===== config.mk =====
export PLATFORM = sky130hd
export DESIGN_NAME = phase_acc_counter
export DESIGN_NICKNAME = d
export VERILOG_FILES = /design/src/rtl/pac_pkg.sv /design/src/rtl/pac_pin_sampler.sv /design/src/rtl/pac_mode_decode.sv /design/src/rtl/pac_accumulator.sv /design/src/rtl/pac_pin_driver.sv /design/src/rtl/phase_acc_counter.sv
export SDC_FILE = /design/constraint.sdc
export NUM_CORES = 1
export LEC_CHECK = 0
export ABC_AREA = 1
export CAP_MARGIN = 20
export CORE_ASPECT_RATIO = 0.7
export CORE_UTILIZATION = 56
export CTS_CLUSTER_SIZE = 14
export DETAILED_ROUTE_END_ITERATION = 8
export GPL_ROUTABILITY_DRIVEN = 0
export GPL_TIMING_DRIVEN = 0
export HOLD_SLACK_MARGIN = 0.1
export MAX_ROUTING_LAYER = met4
export PLACE_DENSITY = 0.88
export SLEW_MARGIN = 5
export SYNTH_ARGS = -nofsm -noshare
export SYNTH_HDL_FRONTEND = slang
export SYNTH_SLANG_ARGS = --single-unit

===== constraint.sdc =====
create_clock -name clk -period 6.15 [get_ports clk]
set_input_delay 1.23 -clock clk [delete_from_list [all_inputs] [get_ports clk]]
set_output_delay 1.23 -clock clk [all_outputs]
set_load 0.01 [all_outputs]

===== src/rtl/pac_pkg.sv =====
// Package for the phase accumulator counter: mode codes and the
// decoded control record shared by the decoder, driver and top.
package pac_pkg;

    localparam logic [4:0] MODE_OFF       = 5'b00000;
    localparam logic [4:0] MODE_NCO       = 5'b00100;
    localparam logic [4:0] MODE_NCO_DIFF  = 5'b00101;
    localparam logic [4:0] MODE_DUTY      = 5'b00110;
    localparam logic [4:0] MODE_DUTY_DIFF = 5'b00111;
    localparam logic [4:0] MODE_POSDET    = 5'b01000;

    // Source of the value placed on pin A
    typedef enum logic [1:0] {
        SRC_NONE  = 2'd0,
        SRC_MSB   = 2'd1,
        SRC_CARRY = 2'd2
    } out_src_e;

    // Decoded per-mode control
    typedef struct packed {
        logic       add_always;
        logic       add_det;
        logic       add_logic;
        logic [3:0] truth;
        out_src_e   src;
        logic       diff;
    } ctl_t;

endpackage


===== src/rtl/pac_pin_sampler.sv =====
// Input register for all pins followed by the A/B select muxes.
// Assumes sel_a/sel_b are below NPINS; the mux sits after the flop,
// so a select change applies at once to already-registered levels.
module pac_pin_sampler #(
    parameter int NPINS = 8,
    parameter int SEL_W = 3
) (
    input  logic             clk,
    input  logic             rst_n,
    input  logic [NPINS-1:0] pins_in,
    input  logic [SEL_W-1:0] sel_a,
    input  logic [SEL_W-1:0] sel_b,
    output logic             a_lvl,
    output logic             b_lvl
);

    logic [NPINS-1:0] pins_q;

    // Capture every raw pin level once per clock
    always_ff @(posedge clk) begin
        if (!rst_n) begin
            pins_q <= '0;
        end else begin
            pins_q <= pins_in;
        end
    end

    // Pick the two registered levels named by the selects
    always_comb begin
        a_lvl = pins_q[sel_a];
        b_lvl = pins_q[sel_b];
    end

endmodule


===== src/rtl/pac_mode_decode.sv =====
// Turns the 5-bit mode code into add-gating and output controls.
// Codes with the MSB set are logic modes whose low nibble is a
// truth table; unlisted codes decode to the disabled state.
module pac_mode_decode
    import pac_pkg::*;
(
    input  logic [4:0] mode,
    output ctl_t       ctl
);

    // Combinational decode of the mode field
    always_comb begin
        ctl.add_always = 1'b0;
        ctl.add_det    = 1'b0;
        ctl.add_logic  = 1'b0;
        ctl.truth      = 4'b0000;
        ctl.src        = SRC_NONE;
        ctl.diff       = 1'b0;
        if (mode[4]) begin
            ctl.add_logic = 1'b1;
            ctl.truth     = mode[3:0];
        end else begin
            case (mode)
                MODE_NCO: begin
                    ctl.add_always = 1'b1;
                    ctl.src        = SRC_MSB;
                end
                MODE_NCO_DIFF: begin
                    ctl.add_always = 1'b1;
                    ctl.src        = SRC_MSB;
                    ctl.diff       = 1'b1;
                end
                MODE_DUTY: begin
                    ctl.add_always = 1'b1;
                    ctl.src        = SRC_CARRY;
                end
                MODE_DUTY_DIFF: begin
                    ctl.add_always = 1'b1;
                    ctl.src        = SRC_CARRY;
                    ctl.diff       = 1'b1;
                end
                MODE_POSDET: begin
                    ctl.add_det = 1'b1;
                end
                default: begin
                    ctl.add_always = 1'b0;
                end
            endcase
        end
    end

endmodule


===== src/rtl/pac_accumulator.sv =====
// Phase register, frequency register and registered add carry.
// An accumulator write beats the add; a frequency write lands at the
// edge, so the add in that cycle sees the whole previous word.
module pac_accumulator #(
    parameter int PHS_W = 32
) (
    input  logic             clk,
    input  logic             rst_n,
    input  logic             add_en,
    input  logic             frq_wr,
    input  logic [PHS_W-1:0] frq_wdata,
    input  logic             phs_wr,
    input  logic [PHS_W-1:0] phs_wdata,
    output logic [PHS_W-1:0] phs_q,
    output logic [PHS_W-1:0] frq_q,
    output logic             carry_q
);

    logic [PHS_W:0] sum;

    // Widened add so the carry is the top bit
    always_comb begin
        sum = {1'b0, phs_q} + {1'b0, frq_q};
    end

    // Frequency word register
    always_ff @(posedge clk) begin
        if (!rst_n) begin
            frq_q <= '0;
        end else if (frq_wr) begin
            frq_q <= frq_wdata;
        end
    end

    // Accumulator and one-cycle carry pulse, write has priority
    always_ff @(posedge clk) begin
        if (!rst_n) begin
            phs_q   <= '0;
            carry_q <= 1'b0;
        end else if (phs_wr) begin
            phs_q   <= phs_wdata;
            carry_q <= 1'b0;
        end else if (add_en) begin
            phs_q   <= sum[PHS_W-1:0];
            carry_q <= sum[PHS_W];
        end else begin
            carry_q <= 1'b0;
        end
    end

endmodule


===== src/rtl/pac_pin_driver.sv =====
// Places the chosen output value on pin A and, in differential
// modes, its inverse on pin B. Pin A wins if both selects match.
module pac_pin_driver
    import pac_pkg::*;
#(
    parameter int NPINS = 8,
    parameter int SEL_W = 3
) (
    input  ctl_t             ctl,
    input  logic             phs_msb,
    input  logic             carry,
    input  logic [SEL_W-1:0] sel_a,
    input  logic [SEL_W-1:0] sel_b,
    output logic [NPINS-1:0] pin_drive
);

    logic out_val;
    logic out_on;

    // Select the value source for pin A
    always_comb begin
        out_on  = (ctl.src != SRC_NONE);
        case (ctl.src)
            SRC_MSB:   out_val = phs_msb;
            SRC_CARRY: out_val = carry;
            default:   out_val = 1'b0;
        endcase
    end

    for (genvar i = 0; i < NPINS; i++) begin : g_pin
        // Per-pin drive: A value, B inverse, otherwise low
        always_comb begin
            if (out_on && (sel_a == SEL_W'(i))) begin
                pin_drive[i] = out_val;
            end else if (out_on && ctl.diff && (sel_b == SEL_W'(i))) begin
                pin_drive[i] = ~out_val;
            end else begin
                pin_drive[i] = 1'b0;
            end
        end
    end

endmodule


===== src/rtl/phase_acc_counter.sv =====
// Top of the mode-selectable phase accumulator counter. Wires the
// pin sampler, mode decoder, accumulator and pin driver together and
// forms the add enable from the decoded gating and sampled pin levels.
module phase_acc_counter
    import pac_pkg::*;
#(
    parameter int PHS_W = 32,
    parameter int NPINS = 8,
    localparam int SEL_W = $clog2(NPINS)
) (
    input  logic             clk,
    input  logic             rst_n,
    input  logic [4:0]       mode,
    input  logic [SEL_W-1:0] sel_a,
    input  logic [SEL_W-1:0] sel_b,
    input  logic [NPINS-1:0] pins_in,
    input  logic             frq_wr,
    input  logic [PHS_W-1:0] frq_wdata,
    input  logic             phs_wr,
    input  logic [PHS_W-1:0] phs_wdata,
    output logic [NPINS-1:0] pin_drive,
    output logic [PHS_W-1:0] phs_rd
);

    ctl_t             ctl;
    logic             a_lvl;
    logic             b_lvl;
    logic             logic_hit;
    logic             add_en;
    logic [PHS_W-1:0] frq_cur;
    logic             carry_q;

    pac_pin_sampler #(.NPINS(NPINS), .SEL_W(SEL_W)) u_samp (
        .clk     (clk),
        .rst_n   (rst_n),
        .pins_in (pins_in),
        .sel_a   (sel_a),
        .sel_b   (sel_b),
        .a_lvl   (a_lvl),
        .b_lvl   (b_lvl)
    );

    pac_mode_decode u_dec (
        .mode (mode),
        .ctl  (ctl)
    );

    // Add enable from the decoded gating rule
    always_comb begin
        logic_hit = ctl.truth[{a_lvl, b_lvl}];
        add_en    = ctl.add_always
                  | (ctl.add_det & a_lvl)
                  | (ctl.add_logic & logic_hit);
    end

    pac_accumulator #(.PHS_W(PHS_W)) u_acc (
        .clk       (clk),
        .rst_n     (rst_n),
        .add_en    (add_en),
        .frq_wr    (frq_wr),
        .frq_wdata (frq_wdata),
        .phs_wr    (phs_wr),
        .phs_wdata (phs_wdata),
        .phs_q     (phs_rd),
        .frq_q     (frq_cur),
        .carry_q   (carry_q)
    );

    pac_pin_driver #(.NPINS(NPINS), .SEL_W(SEL_W)) u_drv (
        .ctl       (ctl),
        .phs_msb   (phs_rd[PHS_W-1]),
        .carry     (carry_q),
        .sel_a     (sel_a),
        .sel_b     (sel_b),
        .pin_drive (pin_drive)
    );

endmodule


==> run summary <==
The number of antenna diodes in the final layout is 0. Relative to the synthesized area, the layout overhead comes to 30.18%. The global-route wire length before repair came out at 29330 um. The per-cell routed wire length is 14.43 um. The quantity of hold-fixing buffers added after cts is 0. The count of flip-flops with a built-in enable after synthesis came out at 0.

The most used flip-flop cell after synthesis is sky130_fd_sc_hd__dfxtp_1. The initial antenna violation count came to 0. The worst vdd rail ir drop came out at 140.3 uV. The synthesized design spends more area on one cell type than any other, namely sky130_fd_sc_hd__dfxtp_1. The flow ran to the end, and the final reports show no timing, DRC or antenna violations. The count of state elements after synthesis is 73. The tightest min-delay check is of the reg -> reg type.

The detailed router placed 6982 vias in this run. The first routing iteration left 861 violations. By startpoint and endpoint, the worst setup path is classified as in -> out. The number of vias per cell after detailed routing came out at 5.412. Max-cap violations in this run came to 0. Buffers added to address setup during post-CTS repair amount to 0.

The total clock buffers created by CTS came out at 9. The power density over the cells came out at 217.4 nW/um^2. The residual overflow from global routing came out at 0. The count of warnings emitted by yosys is 0. The count of cell types in the netlist came out at 32. The worst-path maximum fanout came out at 10. Once the clock tree was built, the resizer swapped 0 gates to a different size. The number of nets still failing antenna checks after routing came out at 0. The count of mapped cells out of synthesis came out at 1021. Of the cells placed in the final design, the portion with a size suffix greater than 1 is 0.04217. Data on the critical path is required at its endpoint by 4.92 ns. The sort of element at the start of the critical path is an input port. Data on the critical path arrives at its endpoint at 4.06 ns. The number of sinks driven by the clock tree came out at 73. The aggregate negative setup slack came out at 0 ns.

For this configuration, the core starts out at a cell density of 0.5904. The count of pins over their slew limit came to 0. The residual DRC count is 0.

After synthesis, the cell types taking the most area are sky130_fd_sc_hd__dfxtp_1 25%, sky130_fd_sc_hd__nand2_1 24%, sky130_fd_sc_hd__inv_1 8.9%. The vertical extent of the die is 87.52 um. The worst setup timing slack at the placement stage came out at 0.8676 ns.

The setup-violating endpoint count in the final report is 0. The clock latency at the later pin of the worst-skew pair came out at 0.34 ns. The number of global-route vias before repair came out at 6146. The summed instance area of the synthesized netlist came out at 5851 sq um. In the post-synthesis netlist, the cell with the most instances is sky130_fd_sc_hd__nand2_1. After synthesis, the share of flip-flops with an asynchronous set or reset is 0. The number of rows in the core area came out at 30. After layout, the worst setup slack is 0.8558 ns.

The count of buffers added on input and output ports is 125. Measured against its own limit, the worst slew margin works out to 0.6028. The number of buffers on the longest clock path is 2. The pre-antenna-repair detailed-routing pass consisted of 6 iterations. STA classifies the critical path endpoint as an output port.

The H-tree was split into 3 levels. Setup repair after global routing left no endpoint under its margin. The area of the die came out at 10870 sq um. The number of primary I/O pins is 127.

The clock tree skew after final layout came out at 0.006244 ns. A synthesized cell averages 5.730 sq um. Timing would allow up to 0.1889 GHz. The TritonCTS clock tree is done.

The share of the clock period used by the worst path after layout came out at 0.8608. The core outline area came out at 9910 sq um. The die boundary width is 124.2 um. The transition time at the pin with the least slew margin came out at 0.5959 ns. The all-layer global routing usage is 0.3605. In this run the clock root is driven by a sky130_fd_sc_hd__clkbuf_16. The post-layout minimum cycle time came out at 5.294 ns. The number of nets in the synthesized netlist is 1144. The share of Yosys cell area claimed by the top area cell type came out at 0.2498. The largest net degree at the start of global routing came out at 14. The proportion of synthesized chip area in sequential cells came out at 0.2498.

The final net count is 1280. The register clock-pin slew on the reported worst setup and hold paths is 0.06 ns. The post-detailed-routing wire length came out at 18620 um. The final number of hold-violating endpoints is 0. The static power due to leakage is 3.938 nW. Once detailed placement completed, the half-perimeter wirelength came to 14110 um. In this run the register-to-register setup slack is 3.64 ns. By count the netlist is led by 367 x sky130_fd_sc_hd__nand2_1, 138 x sky130_fd_sc_hd__inv_1, 120 x sky130_fd_sc_hd__nor2_1.
cell usage in the layout (no fill, tap or decap), drive strengths merged, types with 12 or more instances in the layout:
cell type,count
inv,142
nand3,62
nor2,123
buf,12
a21oi,56
clkbuf,33
nand2,370
ha,35
nand4,41
clkdlybuf4s50,125
dfxtp,73
o21ai,52
state kept, by name, indices dropped and copies added, names as in the netlist:
name	cells
u_acc.carry_q	1
u_acc.frq_q	32
u_acc.phs_q	32
u_samp.pins_q	8
worst max-delay path, stage by stage:
cell,delay (ns)
sky130_fd_sc_hd__clkdlybuf4s50_1,0.50
sky130_fd_sc_hd__nor2_1,0.14
sky130_fd_sc_hd__nand2_1,0.11
sky130_fd_sc_hd__nor2_1,0.16
sky130_fd_sc_hd__inv_1,0.08
sky130_fd_sc_hd__ha_1,0.19
sky130_fd_sc_hd__a22o_1,0.22
sky130_fd_sc_hd__inv_1,0.05
sky130_fd_sc_hd__nor2_1,0.08
sky130_fd_sc_hd__inv_1,0.10
sky130_fd_sc_hd__clkbuf_1,0.29
sky130_fd_sc_hd__nand3_1,0.16
sky130_fd_sc_hd__o32ai_1,0.16
sky130_fd_sc_hd__clkdlybuf4s50_1,0.58
report_power, final:
part	switching (W)	internal [W]	total, W
sequential	0.0000344	0.000514	0.000548
combinational	0.000275	0.000213	0.000489
clock	0.000210	0.000409	0.000619
cell families after synthesis:
group,count (synthesis),synth area share
compound gates,115,0.1016
xor+xnor,3,0.004492
fa+ha+maj,36,0.07827
buf+inv,178,0.1247
flops,73,0.2498
simple gates,616,0.4412
through the flow:
step	total power (W)	std cells	util	instance area (sq um)	hold WS [ns]
after floorplan	0.0008376	1021	-	5851	0.4669
after global placement	0.001019	1274	0.7328	7262	0.4875
after detailed placement	0.001027	1274	0.7328	7262	0.4873
after CTS	0.001644	1290	0.7686	7616	0.5057
after global routing	0.001737	1290	0.7686	7616	0.5477
final	0.001655	1290	0.7686	7616	0.5084
final timing paths:
path                    from              end  cells after the start
min reg2reg  u_acc.frq_q[14]  u_acc.frq_q[14]                      2
max                  mode[4]     pin_drive[7]                     14
min          u_acc.frq_q[14]  u_acc.frq_q[14]                      2
max reg2reg   u_acc.phs_q[0]  u_acc.phs_q[16]                     11
layout make-up:
type                            instances  area, sq um
Multi-Input combinational cell        770         3660
Fill cell                             846         2293
Sequential cell                        73         1461
Timing Repair Buffer                  125         1251
Inverter                              143        538.0
Clock buffer                           10        239.0
Buffer                                 35        191.4
Tap cell                              128        160.2
Clock inverter                          6        115.1
layer usage:
| metal | up-vias | GRT usage | routed length [um] |
|---|---|---|---|
| li1 | 3504 | - | - |
| met1 | 3039 | 0.4797 | 8241 |
| met2 | 400 | 0.5389 | 7856 |
| met3 | 39 | 0.08050 | 2125 |
| met4 | 0 | 0.1147 | 393 |
| met5 | - | - | 0 |
Note: power is estimated with default switching activity, not from simulation.
